$ cat config.mk
export PLATFORM = sky130hd
export DESIGN_NAME = rsb_unit
export DESIGN_NICKNAME = d
export VERILOG_FILES = /design/src/rtl/rsb_pkg.sv /design/src/rtl/rsb_decode.sv /design/src/rtl/rsb_shifter.sv /design/src/rtl/rsb_bitop.sv /design/src/rtl/rsb_unit.sv
export SDC_FILE = /design/constraint.sdc
export NUM_CORES = 1
export LEC_CHECK = 0
export BUFFER_PORTS_ARGS = -buffer_cell sky130_fd_sc_hd__clkbuf_2
export CAP_MARGIN = 20
export CORE_AREA = 2 2 63 65
export CTS_CLUSTER_DIAMETER = 50
export DETAILED_ROUTE_END_ITERATION = 10
export DIE_AREA = 0 0 65 67
export SLEW_MARGIN = 30
export SYNTH_ARGS = -nofsm -noshare
export SYNTH_HDL_FRONTEND = slang
export SYNTH_SLANG_ARGS = --single-unit
$ cat constraint.sdc
create_clock -name clk -period 1 [get_ports clk]
set_input_delay 0.2 -clock clk [delete_from_list [all_inputs] [get_ports clk]]
set_output_delay 0.2 -clock clk [all_outputs]
set_load 0.01 [all_outputs]
$ cat src/rtl/rsb_pkg.sv
package rsb_pkg;

    typedef enum logic [1:0] {
        GRP_SHIFT = 2'b00,
        GRP_TEST  = 2'b01,
        GRP_CLR   = 2'b10,
        GRP_SET   = 2'b11
    } grp_e;

    typedef enum logic [2:0] {
        SK_RLC  = 3'd0,
        SK_RRC  = 3'd1,
        SK_RL   = 3'd2,
        SK_RR   = 3'd3,
        SK_SLA  = 3'd4,
        SK_SRA  = 3'd5,
        SK_SWAP = 3'd6,
        SK_SRL  = 3'd7
    } kind_e;

    localparam logic [2:0] OPND_MEM = 3'd6;
    localparam logic [2:0] OPND_ACC = 3'd7;

    typedef struct packed {
        logic z;
        logic n;
        logic h;
        logic c;
    } flags_t;

    typedef struct packed {
        logic       short_op;
        grp_e       grp;
        kind_e      kind;
        logic [2:0] idx;
        logic [2:0] opnd;
        logic       is_mem;
    } dec_t;

endpackage

$ cat src/rtl/rsb_decode.sv
module rsb_decode
    import rsb_pkg::*;
(
    input  logic       short_rot,
    input  logic [7:0] op_byte,
    output dec_t       dec_o
);

    always_comb begin
        dec_o = '0;
        if (short_rot) begin
            // accumulator rotates: only bits 4:3 carry meaning
            dec_o.short_op = 1'b1;
            dec_o.grp      = GRP_SHIFT;
            dec_o.kind     = kind_e'({1'b0, op_byte[4:3]});
            dec_o.idx      = 3'd0;
            dec_o.opnd     = OPND_ACC;
            dec_o.is_mem   = 1'b0;
        end else begin
            dec_o.short_op = 1'b0;
            dec_o.grp      = grp_e'(op_byte[7:6]);
            dec_o.kind     = kind_e'(op_byte[5:3]);
            dec_o.idx      = op_byte[5:3];
            dec_o.opnd     = op_byte[2:0];
            dec_o.is_mem   = (op_byte[2:0] == OPND_MEM);
        end
    end

endmodule

$ cat src/rtl/rsb_shifter.sv
module rsb_shifter
    import rsb_pkg::*;
#(
    parameter int OPW = 8,
    localparam int HALF = OPW / 2
) (
    input  logic [OPW-1:0] x_i,
    input  kind_e          kind_i,
    input  logic           cin_i,
    output logic [OPW-1:0] res_o,
    output logic           cout_o
);

    always_comb begin
        res_o  = x_i;
        cout_o = 1'b0;
        case (kind_i)
            SK_RLC: begin
                res_o  = {x_i[OPW-2:0], x_i[OPW-1]};
                cout_o = x_i[OPW-1];
            end
            SK_RRC: begin
                res_o  = {x_i[0], x_i[OPW-1:1]};
                cout_o = x_i[0];
            end
            SK_RL: begin
                res_o  = {x_i[OPW-2:0], cin_i};
                cout_o = x_i[OPW-1];
            end
            SK_RR: begin
                res_o  = {cin_i, x_i[OPW-1:1]};
                cout_o = x_i[0];
            end
            SK_SLA: begin
                res_o  = {x_i[OPW-2:0], 1'b0};
                cout_o = x_i[OPW-1];
            end
            SK_SRA: begin
                res_o  = {x_i[OPW-1], x_i[OPW-1:1]};
                cout_o = x_i[0];
            end
            SK_SWAP: begin
                res_o  = {x_i[HALF-1:0], x_i[OPW-1:HALF]};
                cout_o = 1'b0;
            end
            SK_SRL: begin
                res_o  = {1'b0, x_i[OPW-1:1]};
                cout_o = x_i[0];
            end
            default: begin
                res_o  = x_i;
                cout_o = 1'b0;
            end
        endcase
    end

endmodule

$ cat src/rtl/rsb_bitop.sv
module rsb_bitop
    import rsb_pkg::*;
#(
    parameter int OPW = 8
) (
    input  logic [OPW-1:0] x_i,
    input  logic [2:0]     idx_i,
    input  grp_e           grp_i,
    output logic [OPW-1:0] res_o,
    output logic           bit_o
);

    logic [OPW-1:0] hit;
    logic           force_en;
    logic           force_val;

    assign force_en  = (grp_i == GRP_CLR) || (grp_i == GRP_SET);
    assign force_val = (grp_i == GRP_SET);

    for (genvar gi = 0; gi < OPW; gi++) begin : g_bit
        assign hit[gi]   = (idx_i == 3'(gi));
        assign res_o[gi] = (hit[gi] && force_en) ? force_val : x_i[gi];
    end

    assign bit_o = |(x_i & hit);

endmodule

$ cat src/rtl/rsb_unit.sv
module rsb_unit
    import rsb_pkg::*;
#(
    parameter int OPW          = 8,
    parameter int REG_CYC      = 2,
    parameter int MEM_CYC      = 4,
    parameter int MEM_TEST_CYC = 3,
    parameter int SHORT_CYC    = 1,
    localparam int CYC_W       = $clog2(MEM_CYC + 1)
) (
    input  logic             clk,
    input  logic             rst_n,
    input  logic             in_valid,
    input  logic             short_rot,
    input  logic [7:0]       op_byte,
    input  logic [OPW-1:0]   operand,
    input  logic [3:0]       flags_in,
    output logic             out_valid,
    output logic [OPW-1:0]   result,
    output logic             wr_en,
    output logic [3:0]       flags_out,
    output logic             mem_operand,
    output logic [CYC_W-1:0] cycles
);

    typedef struct packed {
        logic             valid;
        logic [OPW-1:0]   res;
        logic             wr;
        flags_t           fl;
        logic             mem;
        logic [CYC_W-1:0] cyc;
    } out_t;

    dec_t           dec;
    flags_t         fin;
    logic [OPW-1:0] sh_res;
    logic           sh_cout;
    logic [OPW-1:0] bo_res;
    logic           bo_bit;
    out_t           out_d;
    out_t           out_q;

    assign fin = flags_t'(flags_in);

    rsb_decode u_dec (
        .short_rot (short_rot),
        .op_byte   (op_byte),
        .dec_o     (dec)
    );

    rsb_shifter #(.OPW(OPW)) u_sh (
        .x_i    (operand),
        .kind_i (dec.kind),
        .cin_i  (fin.c),
        .res_o  (sh_res),
        .cout_o (sh_cout)
    );

    rsb_bitop #(.OPW(OPW)) u_bo (
        .x_i   (operand),
        .idx_i (dec.idx),
        .grp_i (dec.grp),
        .res_o (bo_res),
        .bit_o (bo_bit)
    );

    always_comb begin
        out_d       = out_q;
        out_d.valid = 1'b0;
        if (in_valid) begin
            out_d.valid = 1'b1;
            out_d.mem   = dec.is_mem;
            case (dec.grp)
                GRP_SHIFT: begin
                    out_d.res  = sh_res;
                    out_d.wr   = 1'b1;
                    out_d.fl.z = dec.short_op ? 1'b0 : (sh_res == '0);
                    out_d.fl.n = 1'b0;
                    out_d.fl.h = 1'b0;
                    out_d.fl.c = sh_cout;
                end
                GRP_TEST: begin
                    out_d.res  = operand;
                    out_d.wr   = 1'b0;
                    out_d.fl.z = ~bo_bit;
                    out_d.fl.n = 1'b0;
                    out_d.fl.h = 1'b1;
                    out_d.fl.c = fin.c;
                end
                default: begin
                    out_d.res = bo_res;
                    out_d.wr  = 1'b1;
                    out_d.fl  = fin;
                end
            endcase
            if (dec.short_op) begin
                out_d.cyc = CYC_W'(SHORT_CYC);
            end else if (dec.is_mem) begin
                out_d.cyc = (dec.grp == GRP_TEST) ? CYC_W'(MEM_TEST_CYC) : CYC_W'(MEM_CYC);
            end else begin
                out_d.cyc = CYC_W'(REG_CYC);
            end
        end
    end

    always_ff @(posedge clk or negedge rst_n) begin
        if (!rst_n) begin
            out_q <= '0;
        end else begin
            out_q <= out_d;
        end
    end

    assign out_valid   = out_q.valid;
    assign result      = out_q.res;
    assign wr_en       = out_q.wr;
    assign flags_out   = out_q.fl;
    assign mem_operand = out_q.mem;
    assign cycles      = out_q.cyc;

endmodule

==> results of run 1 <==
-- flip-flops by register name (all words and copies together), names as in the netlist --
name	cells
result	8
cycles	3
mem_operand	1
out_valid	1
wr_en	1
flags_out	4
-- stage by stage --
stage | power, uW | cells | setup WS (ns)
2_1_floorplan | 1260 | 173 | -0.579
3_3_place_gp | 1610 | 299 | -0.741
3_5_place_dp | 1630 | 299 | -0.756
4_1_cts | 2300 | 309 | -0.447
5_1_grt | 2500 | 310 | -0.471
6_report | 2370 | 310 | -0.436
-- cell usage after synthesis (all sizes together), types with 2 or more instances --
library cell	instances	area, um^2
nand2	13	48.8
nor3b	2	15.0
a22oi	3	22.5
nand3b	4	30.0
dfrtp	18	450
o22a	2	17.5
o311ai	2	17.5
o21ai	8	40.0
a211o	2	17.5
clkbuf	11	41.3
inv	8	30.0
mux2i	4	40.0
mux2	3	37.5
nand2b	3	18.8
nor2	15	56.3
o32a	4	40.0
a21oi	17	85.1
a31o	2	17.5
buf	4	26.3
o22ai	5	31.3
and2	2	12.5
mux4	2	45.0
a211oi	5	42.5
a32oi	3	26.3
nor2b	8	50.1
a21o	4	30.0
nor3	3	15.0
o211ai	2	15.0
-- power groups by stage --
| stage | combinational, uW | sequential (uW) | clock [uW] |
|---|---|---|---|
| final | 932 | 837 | 596 |
| after floorplan | 376 | 883 | 0 |
| after global routing | 1000 | 845 | 656 |
| after global placement | 759 | 847 | 0 |
| after CTS | 844 | 839 | 617 |
| after detailed placement | 776 | 851 | 0 |
-- critical path, stage by stage --
cell and delay (ns):
buf_8 0.10, buf_12 0.12, and3b_2 0.23, a211o_1 0.30, a2bb2oi_1 0.14, or4_1 0.39
a21oi_1 0.14
-- cells by family after synthesis --
| family | Yosys count | synth area share, % |
|---|---|---|
| AO/OA/AOI/OAI | 64 | 31.2 |
| multiplexers | 9 | 8.53 |
| buffers and inverters | 23 | 6.79 |
| AND/OR/NAND/NOR | 59 | 22.2 |
| flip-flops | 18 | 31.3 |
-- worst max path at each step --
stage          startpoint            to
5_1_grt        op_byte[4]  flags_out[3]
4_1_cts        op_byte[4]  flags_out[3]
3_3_place_gp   op_byte[4]  flags_out[3]
2_1_floorplan  op_byte[5]  flags_out[3]
3_5_place_dp   op_byte[4]  flags_out[3]
6_report       op_byte[4]  flags_out[3]
-- metal layers --
layer	share of wire (%)	track usage, %	wire, um
met2	50	39.3	2510
met4	1.6	6.38	79
met5	0	0	0
met3	5.7	4.39	288
met1	43	30.7	2150
-- repair_timing --
action / CTS / global route
gates resized for setup: 29 / 29
hold buffers: 1 / 0
setup endpoints to repair: 13 / 20
buffers inserted: 5 / 2
endpoints found under the hold margin: 18 / 0
pin swaps: 20 / 27
-- cell type report --
type                    count  area (um^2)  area share [%]
multi-input cells         132         1060            43.9
flip-flops and latches     18          450            18.7
clock buffers               4         55.1            2.28
well taps                  48         60.1            2.49
inverters                   8         30.0            1.24
repair buffers            100          758            31.4
-- cell usage in the layout (no fill, tap or decap), drive strengths merged, types with 2 or more instances in the layout --
cell type	count
mux2	3
nor2b	8
a22oi	3
dfrtp	18
o311ai	2
nor3b	2
nand2	13
a32oi	3
o22a	2
o32a	4
clkbuf	43
buf	60
a211oi	5
o21ai	8
o22ai	5
a211o	2
a31o	2
inv	8
nor3	3
and2	2
mux4	2
nand2b	3
nand3b	4
nor2	15
a21oi	17
o211ai	2
a21o	4
mux2i	4
==> results.py, run 1 <==
metrics = {
    "finish": {
        "fin_util_pct": 66.9,
        "fill_cells": 303,
        "drive_gt1_share_pct": 53.1,
        "diodes": 0,
        "syn2layout_area_growth_pct": 67.9,
        "fin_area_um2": 2410,
        "nNetsFinal": 287,
    },
    "sta": {
        "hold_viol": 0,
        "max_slew_margin_pct": 68.6,
        "final_max_slew_viol_count": 0,
        "clock_skew_ns": 0,
        "whs_ns": 0.174,
        "fmax_mhz": 696,
        "post-route-worst-setup-slack_ns": -0.436,
        "rsz0062_at_grt": "true",
        "finalSetupViolations": 12,
        "period_needed_ns": 1.44,
        "fin_tns_setup_ns": -2.87,
        "post-route-period-util_pct": 144,
        "worst_slew_pin_slew_ns": 0.472,
    },
    "global_routing": {
        "track_usage_pct": 23.4,
        "grt_overflow": 0,
        "grt_pass1_vias": 1662,
        "grt_max_degree": 19,
        "antenna_found_initial": 0,
        "grt_pass1_wl_mm": 7.86,
    },
    "place": {
        "dpl.hpwl_mm": 3.63,
        "io_buffers": 41,
        "placed_cell_area_um2": 2060,
        "gp_congestion": 0.922,
    },
    "logic_synthesis": {
        "synth_edf_count": 0,
        "synthArstFlopShare_pct": 100,
        "ys_warn_count": 0,
        "yosysSeqAreaShare_pct": 31.3,
        "synthCells": 173,
        "ys_ff_latch": 18,
        "ys.flop_type": "dfrtp_1",
        "avgSynthCellArea_um2": 8.31,
        "syn_area_um2": 1440,
        "yosysUniqueCellTypes": 45,
        "synth.net_count": 197,
    },
    "floorplanning": {
        "start_util_pct": 39.9,
        "dieArea_um2": 4360,
        "pin_count": 42,
        "core-area_um2": 3610,
        "num_rows": 22,
        "chipWidth_um": 65,
        "die_h_um": 67,
    },
    "cts": {
        "cts_made_buffers": 3,
        "htreeDepth": 1,
        "clk_latency_ns": 0.25,
        "cts-root-buf": "clkbuf_8",
        "clkTransAtPathRegs_ns": 0.07,
        "cts.sinks": 18,
        "cts_buffer_depth": 2,
        "tritoncts": "done",
    },
    "worst_setup_path": {
        "cp-end-kind": "flip-flop",
        "r2r_end": "flags_out[3]",
        "path_class": "in -> reg",
        "worstRegToRegCells": 2,
        "r2r_slack_ns": 0.20,
        "crit-reg2reg-launch": "flags_out[3]",
        "cp.arrival_ns": 1.62,
        "critical_path_required_ns": 1.18,
        "cp-start-kind": "primary input",
        "crit_fanout": 5,
    },
    "route": {
        "vias": 1727,
        "first_pass_iters": 4,
        "first_iter_violations": 94,
        "via_per_inst": 5.57,
        "wl_per_cell_um": 16.2,
        "finalWirelength_mm": 5.02,
        "drtAntennaViolNets": 0,
        "drc_errors": 0,
    },
    "pwr": {
        "power.leakage_uw": 0.00113,
        "p_int_uw": 1630,
        "power.density_nw_per_um2": 980,
        "switching_power_uw": 734,
        "switching_share_pct": 31.0,
        "ir_drop_mv": 0.593,
        "power_frac_clock_pct": 25.2,
        "seqPwrFrac_pct": 35.4,
        "combPwrFrac_pct": 39.4,
    },
    "min_path": {
        "hold_depth": 3,
        "hold_end": "flags_out[2]",
        "holdCritPathClass": "in -> reg",
        "hp-start": "flags_in[2]",
    },
    "outcome": {
        "status": "finished with violations",
        "violations": "negative setup slack",
    },
    "job": {
        "maxCapViolations": 0,
    },
}
Note: power is estimated with default switching activity, not from simulation.
==> inputs of run 2 (changes only) <==
CELL_PAD_IN_SITES_DETAIL_PLACEMENT = 0   (was default)
CELL_PAD_IN_SITES_GLOBAL_PLACEMENT = 1   (was default)
CORE_AREA = 2 2 56 79   (was 2 2 63 65)
DIE_AREA = 0 0 58 81   (was 0 0 65 67)
GPL_ROUTABILITY_DRIVEN = 0   (was default)
PLACE_DENSITY_LB_ADDON = 0.1   (was default)
==> run 2 against run 1 <==
The flow still finishes with violations (negative setup slack). First-iteration DRC count shrank 34%. Clock skew is the same. Cell area shrank 3.8%. Critical path type unchanged. Critical endpoint unchanged.
==> results.py, run 2 (same netlist as run 1, synthesis figures left out) <==
metrics = {
    "sta": {
        "fmax_mhz": 702,
        "rsz0062_at_grt": "true",
        "hold_viol": 0,
        "post-route-period-util_pct": 142,
        "whs_ns": 0.169,
        "max_slew_margin_pct": 69.9,
        "post-route-worst-setup-slack_ns": -0.424,
        "clock_skew_ns": 0,
        "final_max_slew_viol_count": 0,
        "worst_slew_pin_slew_ns": 0.451,
        "finalSetupViolations": 10,
        "period_needed_ns": 1.42,
    },
    "finish": {
        "fin_area_um2": 2320,
        "drive_gt1_share_pct": 49.8,
        "nNetsFinal": 287,
        "final_common_cell": "buf_4",
        "syn2layout_area_growth_pct": 61.5,
        "final_cell_mix": "buf_4, clkbuf_2, dfrtp_1, a21oi_1",
        "largest_reg_flops": 8,
        "diodes": 0,
    },
    "worst_setup_path": {
        "cp.arrival_ns": 1.60,
        "crit_chain": "clkbuf_16 -> and3b_2 -> a211o_1 -> a2bb2oi_1 -> or4_1 -> a21oi_1",
        "cp-end-kind": "flip-flop",
        "crit_family": "simple AND/OR/NAND/NOR gates",
        "r2r_end": "mem_operand",
        "r2r_slack_ns": 0.26,
        "crit_fanout": 6,
        "cpPeakStageDelay_ns": 0.52,
        "critPathSlowestCell": "or4_1",
        "critical_path_required_ns": 1.17,
        "crit-reg2reg-launch": "mem_operand",
        "path_class": "in -> reg",
        "worstRegToRegCells": 1,
        "cp-start-kind": "primary input",
        "path_buf_inv": 1,
    },
    "global_routing": {
        "track_usage_pct": 22.5,
        "grt_pass1_wl_mm": 8.14,
        "grt_max_degree": 19,
        "grt_overflow": 0,
        "grt_pass1_vias": 1783,
        "antenna_found_initial": 0,
    },
    "floorplanning": {
        "pin_count": 42,
        "core-area_um2": 4060,
        "die_h_um": 81,
        "dieArea_um2": 4700,
        "chipWidth_um": 58,
        "start_util_pct": 35.4,
        "num_rows": 28,
    },
    "cts": {
        "cts.sinks": 18,
        "clk_latency_ns": 0.24,
        "cts-root-buf": "clkbuf_8",
        "htreeDepth": 1,
        "clkTransAtPathRegs_ns": 0.06,
        "tritoncts": "done",
        "cts_made_buffers": 3,
        "cts_buffer_depth": 2,
    },
    "pwr": {
        "switching_power_uw": 673,
        "ir_drop_mv": 0.810,
        "combPwrFrac_pct": 40.1,
        "p_int_uw": 1520,
        "seqPwrFrac_pct": 38.1,
        "power.leakage_uw": 0.00111,
        "switching_share_pct": 30.6,
        "power_frac_clock_pct": 21.8,
        "power.density_nw_per_um2": 946,
    },
    "route": {
        "vias": 1738,
        "finalWirelength_mm": 4.90,
        "first_iter_violations": 62,
        "wl_per_cell_um": 16.0,
        "first_pass_iters": 4,
        "via_per_inst": 5.68,
        "drc_errors": 0,
        "drtAntennaViolNets": 0,
    },
    "outcome": {
        "status": "finished with violations",
        "violations": "negative setup slack",
    },
    "min_path": {
        "hold_end": "flags_out[2]",
        "hold_depth": 3,
        "holdCritPathClass": "in -> reg",
        "hp-start": "flags_in[2]",
    },
    "place": {
        "dpl.hpwl_mm": 3.78,
        "place_ws_ns": -0.788,
        "io_buffers": 41,
        "placed_cell_area_um2": 2030,
    },
    "job": {
        "maxCapViolations": 0,
    },
}
[run 2: changes by cell type in the layout (fill, tap and decap cells not counted), sizes merged]
cell and change:
buf -2, clkbuf +1
[run 2: worst max path at each step]
stage,from,end,slack [ns],cells after the start
after floorplan,op_byte[5],flags_out[3],-0.58,7
after global placement,op_byte[4],flags_out[3],-0.75,6
after detailed placement,op_byte[4],flags_out[3],-0.79,7
after CTS,op_byte[5],flags_out[3],-0.44,6
after global routing,op_byte[5],flags_out[3],-0.47,6
final,op_byte[5],flags_out[3],-0.42,6
[run 2: repair_timing]
item	in CTS	in global routing
pin swaps	19	15
setup buffers	6	3
setup endpoints to repair	12	14
hold buffers	1	0
endpoints found under the hold margin	18	0
resized for setup	31	13
[run 2: worst min-delay path, stage by stage]
cell	delay (ns)
clkbuf_2	0.08
nand2_1	0.05
o22ai_1	0.05
[run 2: cell type report]
type,count,area (um^2)
fillers,382,1740
multi-input cells,132,998
repair buffers,100,746
flip-flops and latches,18,450
well taps,45,56.3
clock buffers,3,41.3
inverters,8,30.0
[run 2: layer usage]
| layer | part of all wire (%) | routed length [um] | track usage (%) |
|---|---|---|---|
| met4 | 5.4 | 263 | 14.0 |
| met5 | 0 | 0 | 0 |
| met1 | 38 | 1850 | 22.8 |
| met2 | 52 | 2560 | 42.6 |
| met3 | 4.6 | 227 | 2.55 |
[run 2: power groups by stage]
stage	Combinational (uW)	Clock [uW]	Sequential (uW)
floorplan	376	0	883
global placement	757	0	847
detailed placement	766	0	851
CTS	851	505	837
global route	960	522	845
finish	881	479	837
[run 2: per-stage QoR]
step,power (uW),cells,setup TNS (ns),util [%]
2_1_floorplan,1260,173,-2.25,-
3_3_place_gp,1600,294,-6.48,50.0
3_5_place_dp,1620,294,-6.72,50.0
4_1_cts,2190,304,-2.76,55.8
5_1_grt,2330,306,-3.21,57.1
6_report,2200,306,-2.70,57.1
